<file path="src/rtl/toggle_pkg.sv">
package toggle_pkg;
  localparam int unsigned RATE_W = 3;
  typedef logic [RATE_W-1:0] rate_t;

  function automatic int unsigned cnt_width(input int unsigned w);
    return $clog2(w + 1);
  endfunction
endpackage

</file>
<file path="src/rtl/toggle_decimator.sv">
module toggle_decimator
  import toggle_pkg::*;
(
  input  logic  clk_i,
  input  logic  rst_ni,
  input  logic  valid_i,
  input  logic  clear_i,
  input  rate_t rate_i,
  output logic  fire_o
);
  localparam int unsigned MAX_K = (1 << RATE_W) - 1;

  logic [MAX_K-1:0] beat_q;
  logic [MAX_K-1:0] mask;

  always_comb begin
    for (int b = 0; b < MAX_K; b++) mask[b] = (b < int'(rate_i));
  end

  assign fire_o = valid_i & ~clear_i & ((beat_q & mask) == '0);

  always_ff @(posedge clk_i or negedge rst_ni) begin
    if (!rst_ni)      beat_q <= '0;
    else if (clear_i) beat_q <= '0;
    else if (valid_i) beat_q <= beat_q + 1'b1;
  end
endmodule

</file>
<file path="src/rtl/toggle_popcount.sv">
module toggle_popcount
  import toggle_pkg::*;
#(
  parameter int unsigned DATA_W = 32,
  localparam int unsigned CNT_W = cnt_width(DATA_W)
) (
  input  logic              clk_i,
  input  logic              rst_ni,
  input  logic              in_vld_i,
  input  logic              flush_i,
  input  logic [DATA_W-1:0] bits_i,
  output logic              cnt_vld_o,
  output logic [CNT_W-1:0]  cnt_o
);
  localparam int unsigned LEAVES = 1 << $clog2(DATA_W);
  localparam int unsigned NODES  = 2 * LEAVES - 1;

  // heap layout: node i sums nodes 2i+1 and 2i+2, leaves at the tail
  logic [CNT_W-1:0] node [NODES];

  for (genvar j = 0; j < LEAVES; j++) begin : g_leaf
    if (j < DATA_W) begin : g_bit
      assign node[LEAVES-1+j] = CNT_W'(bits_i[j]);
    end else begin : g_pad
      assign node[LEAVES-1+j] = '0;
    end
  end

  for (genvar i = 0; i < LEAVES - 1; i++) begin : g_sum
    assign node[i] = node[2*i+1] + node[2*i+2];
  end

  always_ff @(posedge clk_i or negedge rst_ni) begin
    if (!rst_ni) begin
      cnt_vld_o <= 1'b0;
      cnt_o     <= '0;
    end else begin
      cnt_vld_o <= in_vld_i & ~flush_i;
      if (in_vld_i) cnt_o <= node[0];
    end
  end
endmodule

</file>
<file path="src/rtl/toggle_accum.sv">
module toggle_accum #(
  parameter int unsigned CNT_W = 6,
  parameter int unsigned ACC_W = 40
) (
  input  logic             clk_i,
  input  logic             rst_ni,
  input  logic             clear_i,
  input  logic             add_vld_i,
  input  logic [CNT_W-1:0] add_i,
  output logic [ACC_W-1:0] acc_o
);
  logic [ACC_W:0] sum;

  assign sum = {1'b0, acc_o} + (ACC_W+1)'(add_i);

  always_ff @(posedge clk_i or negedge rst_ni) begin
    if (!rst_ni)        acc_o <= '0;
    else if (clear_i)   acc_o <= '0;
    else if (add_vld_i) acc_o <= sum[ACC_W] ? '1 : sum[ACC_W-1:0];
  end
endmodule

</file>
<file path="src/rtl/toggle_activity_counter.sv">
module toggle_activity_counter
  import toggle_pkg::*;
#(
  parameter int unsigned DATA_W = 32,
  parameter int unsigned ACC_W  = 40
) (
  input  logic              clk_i,
  input  logic              rst_ni,
  input  logic [DATA_W-1:0] data_i,
  input  logic              valid_i,
  input  rate_t             rate_i,
  input  logic              clear_i,
  output logic [ACC_W-1:0]  count_o
);
  localparam int unsigned CNT_W = cnt_width(DATA_W);

  logic              fire;
  logic [DATA_W-1:0] prev_q;
  logic [DATA_W-1:0] diff;
  logic              pc_vld;
  logic [CNT_W-1:0]  pc_val;

  toggle_decimator u_decim (
    .clk_i   (clk_i),
    .rst_ni  (rst_ni),
    .valid_i (valid_i),
    .clear_i (clear_i),
    .rate_i  (rate_i),
    .fire_o  (fire)
  );

  // clear reloads the reference so the next sample sees no false toggles
  always_ff @(posedge clk_i or negedge rst_ni) begin
    if (!rst_ni)              prev_q <= '0;
    else if (clear_i || fire) prev_q <= data_i;
  end

  assign diff = data_i ^ prev_q;

  toggle_popcount #(.DATA_W(DATA_W)) u_pop (
    .clk_i     (clk_i),
    .rst_ni    (rst_ni),
    .in_vld_i  (fire),
    .flush_i   (clear_i),
    .bits_i    (diff),
    .cnt_vld_o (pc_vld),
    .cnt_o     (pc_val)
  );

  toggle_accum #(.CNT_W(CNT_W), .ACC_W(ACC_W)) u_acc (
    .clk_i     (clk_i),
    .rst_ni    (rst_ni),
    .clear_i   (clear_i),
    .add_vld_i (pc_vld),
    .add_i     (pc_val),
    .acc_o     (count_o)
  );
endmodule

</file>
<file path="config.mk">
export PLATFORM = sky130hd
export DESIGN_NAME = toggle_activity_counter
export DESIGN_NICKNAME = d
export VERILOG_FILES = /design/src/rtl/toggle_pkg.sv /design/src/rtl/toggle_decimator.sv /design/src/rtl/toggle_popcount.sv /design/src/rtl/toggle_accum.sv /design/src/rtl/toggle_activity_counter.sv
export SDC_FILE = /design/constraint.sdc
export NUM_CORES = 1
export LEC_CHECK = 0
export ABC_AREA = 1
export CORE_ASPECT_RATIO = 0.9
export CORE_MARGIN = 5
export CORE_UTILIZATION = 45
export CTS_BUF_LIST = sky130_fd_sc_hd__clkbuf_4
export DETAILED_ROUTE_END_ITERATION = 7
export PLACE_DENSITY_LB_ADDON = 0.3
export SYNTH_ARGS = -nofsm -noshare
export SYNTH_HDL_FRONTEND = slang
export SYNTH_SLANG_ARGS = --single-unit
</file>
<file path="constraint.sdc">
create_clock -name clk_i -period 8.8 [get_ports clk_i]
set_clock_uncertainty 0.2 [all_clocks]
set_input_delay 2.64 -clock clk_i [delete_from_list [all_inputs] [get_ports clk_i]]
set_output_delay 2.64 -clock clk_i [all_outputs]
set_load 0.02 [all_outputs]
</file>
==> impl_metrics.ini <==
[cts]
clkLatencyLatePin_ns = 0.49
cts_buffer_depth = 2
h-tree-depth = 3
ctsRootBufferMaster = clkbuf_4
clkTransAtPathRegs_ns = 0.14
cts_sinks = 86
cts_tree = done
ctsHoldBuffers = 0
cts_buffers = 9
cts_setup_buffers = 0
post_cts_resized = 0

[floorplanning]
die_y_um = 120
die_w_um = 133
dieArea_sq_um = 16000
start_util = 0.458
core-area_sq_um = 13300
fp-row-count = 40
io_pins = 79

[global_routing]
grt_usage = 0.196
antenna_found_initial = 0
grt_overflow = 0
grt_max_degree = 47
grt_pass1_vias = 5166
grt_first_pass_wirelength_um = 25400

[setup_path]
ff2ff_path_depth = 16
startpoint = data_i[0]
r2r_setup_slack_ns = 3.47
rr_startpoint = prev_q[0]
path_max_fanout = 2
endpoint = u_pop.cnt_o[4]
start_kind = input pin
endpoint_kind = flop
rr_endpoint = u_pop.cnt_o[4]
criticalPathCategory = input pin to flop
required_ns = 9.01
arrival_ns = 7.71

[sta]
finalSetupViolations = 0
final-max-slew-violation-count = 0
worst_pin_slew_ns = 1.04
tns_ns = 0
rsz0062_at_grt = no
min_period_ns = 7.50
finalCritPeriodShare = 0.852
max-slew-margin-rel = 0.308
hold_viol = 0
max_freq_ghz = 0.133

[drt]
drt_iter0_drc = 401
postRouteAntennaNets = 0
firstDrtPassIters = 6
viasPerCell = 4.98
wl_per_cell_um = 13.8
vias = 5461
wl_um = 15100
drc = 0

[synthesis]
async_flop_share = 1.00
yosys_register_bits = 86
yosysMostFrequentCell = nand2_1
synth_edf_count = 0
syn-cell-area_sq_um = 6100
synth_common_cells = nand2_1 (332), nand3_1 (92), inv_1 (88), dfrtp_1 (86), nor2_1 (71)
synth_top_area_cell = dfrtp_1
ys.flop_type = dfrtp_1
synthCells = 851
synth.distinct_cells = 33
ys_warn_count = 0
avgSynthCellArea_sq_um = 7.16
syn_nets = 929
synthTopCellsByArea = dfrtp_1 (35%), nand2_1 (20%), fa_1 (8.2%)
ys_seq_area_frac = 0.353
synth_top_area_frac = 0.353

[power]
finalPower_w = 0.00220
vdd_ir_drop_max_v = 0.000578
power_leakage_nw = 3.46
power.density_nw_per_um2 = 308

[placed_design]
port_buffers = 78
place_congestion = 0.939
dp_hpwl_um = 11400

[job]
drv_cap = 0

[cells_and_area]
area_delta_synth_final_pct = 17.4
drive_above_1_share = 0.0420
layout.nets = 1002
n_fill_cell = 1293
n_antenna_cell = 0

[min_path]
hold_class = flop to flop

[status]
status = completed
## stage by stage
step	instances	area (sq um)	setup slack, ns	hold slack, ns	util
2_1_floorplan	851	6100	1.42	0.253	-
3_3_place_gp	1081	7020	0.823	0.273	0.527
3_5_place_dp	1081	7020	0.759	0.280	0.527
4_1_cts	1097	7160	1.27	0.314	0.538
5_1_grt	1097	7160	1.00	0.341	0.538
6_report	1097	7160	1.30	0.313	0.538
## critical path: stages
cell	delay (ns)
clkdlybuf4s50_1	0.44
xnor2_1	0.17
fa_1	0.54
inv_1	0.05
fa_1	0.50
fa_1	0.52
fa_1	0.55
inv_1	0.06
fa_1	0.50
fa_1	0.54
inv_1	0.04
ha_1	0.22
fa_1	0.41
a21oi_1	0.15
o21ai_0	0.10
xnor2_1	0.13
o21ai_0	0.15
## power breakdown
part | internal, W | leakage, nW | switching, W
logic | 0.000666 | 2.26 | 0.000825
registers | 0.000441 | 1.13 | 0.0000358
clock network | 0.0000888 | 0.0717 | 0.000147
## per-layer routing
metal  share of wire  up-vias  track usage
met5               0        -            0
met3           0.070       20       0.0487
met2            0.47      151        0.318
li1                -     2807            -
met1            0.44     2483        0.260
met4           0.016        0       0.0591
## placed cells by master (no fill, tap or decap), drive strengths merged
cell,n
bufinv,1
o21ai,28
xnor2,17
nand3,92
nand2,335
xor2,24
clkinv,4
a31oi,2
inv,89
o22ai,3
clkbuf,10
nand4,10
or2,4
nor2,77
fa,25
a21oi,10
and2,1
clkdlybuf4s50,77
nand3b,8
dfrtp,86
nor3,3
clkinvlp,1
ha,14
a21o,2
buf,6
## logic make-up (layout without fill, tap and decap cells)
kind of cell             count (synthesis)  after routing  synth area share
AO/OA/AOI/OAI                           45             45            0.0410
XOR/XNOR                                41             41            0.0589
adder cells (fa/ha/maj)                 39             39             0.111
buffers and inverters                  110            188            0.0722
flip-flops                              86             86             0.353
AND/OR/NAND/NOR                        530            530             0.364
## worst min-delay path by stage
stage | start | slack [ns] | endpoint | cells after the start
CTS | u_pop.cnt_o[5] | 0.31 | u_pop.cnt_o[5] | 2
floorplan | u_pop.cnt_o[0] | 0.25 | u_pop.cnt_o[0] | 2
finish | u_pop.cnt_o[5] | 0.31 | u_pop.cnt_o[5] | 2
global route | u_pop.cnt_o[5] | 0.34 | u_pop.cnt_o[5] | 2
global placement | u_pop.cnt_o[3] | 0.27 | u_pop.cnt_o[3] | 2
detailed placement | u_pop.cnt_o[5] | 0.28 | u_pop.cnt_o[5] | 2
## flip-flops by register name, indices dropped and copies added, names as in the netlist
register / cells
u_pop.cnt_o: 6
u_decim.beat_q: 7
u_acc.acc_o: 40
u_pop.cnt_vld_o: 1
prev_q: 32
## layout make-up
type                    count  area [sq um]  area share
clock buffers              10          75.1      0.0105
clock inverters             6          62.6     0.00874
inverters                  89           334      0.0467
multi-input cells         655          3510       0.490
flip-flops and latches     86          2150       0.301
well taps                 168           210      0.0294
repair buffers             83           816       0.114
Note: power is estimated with default switching activity, not from simulation.
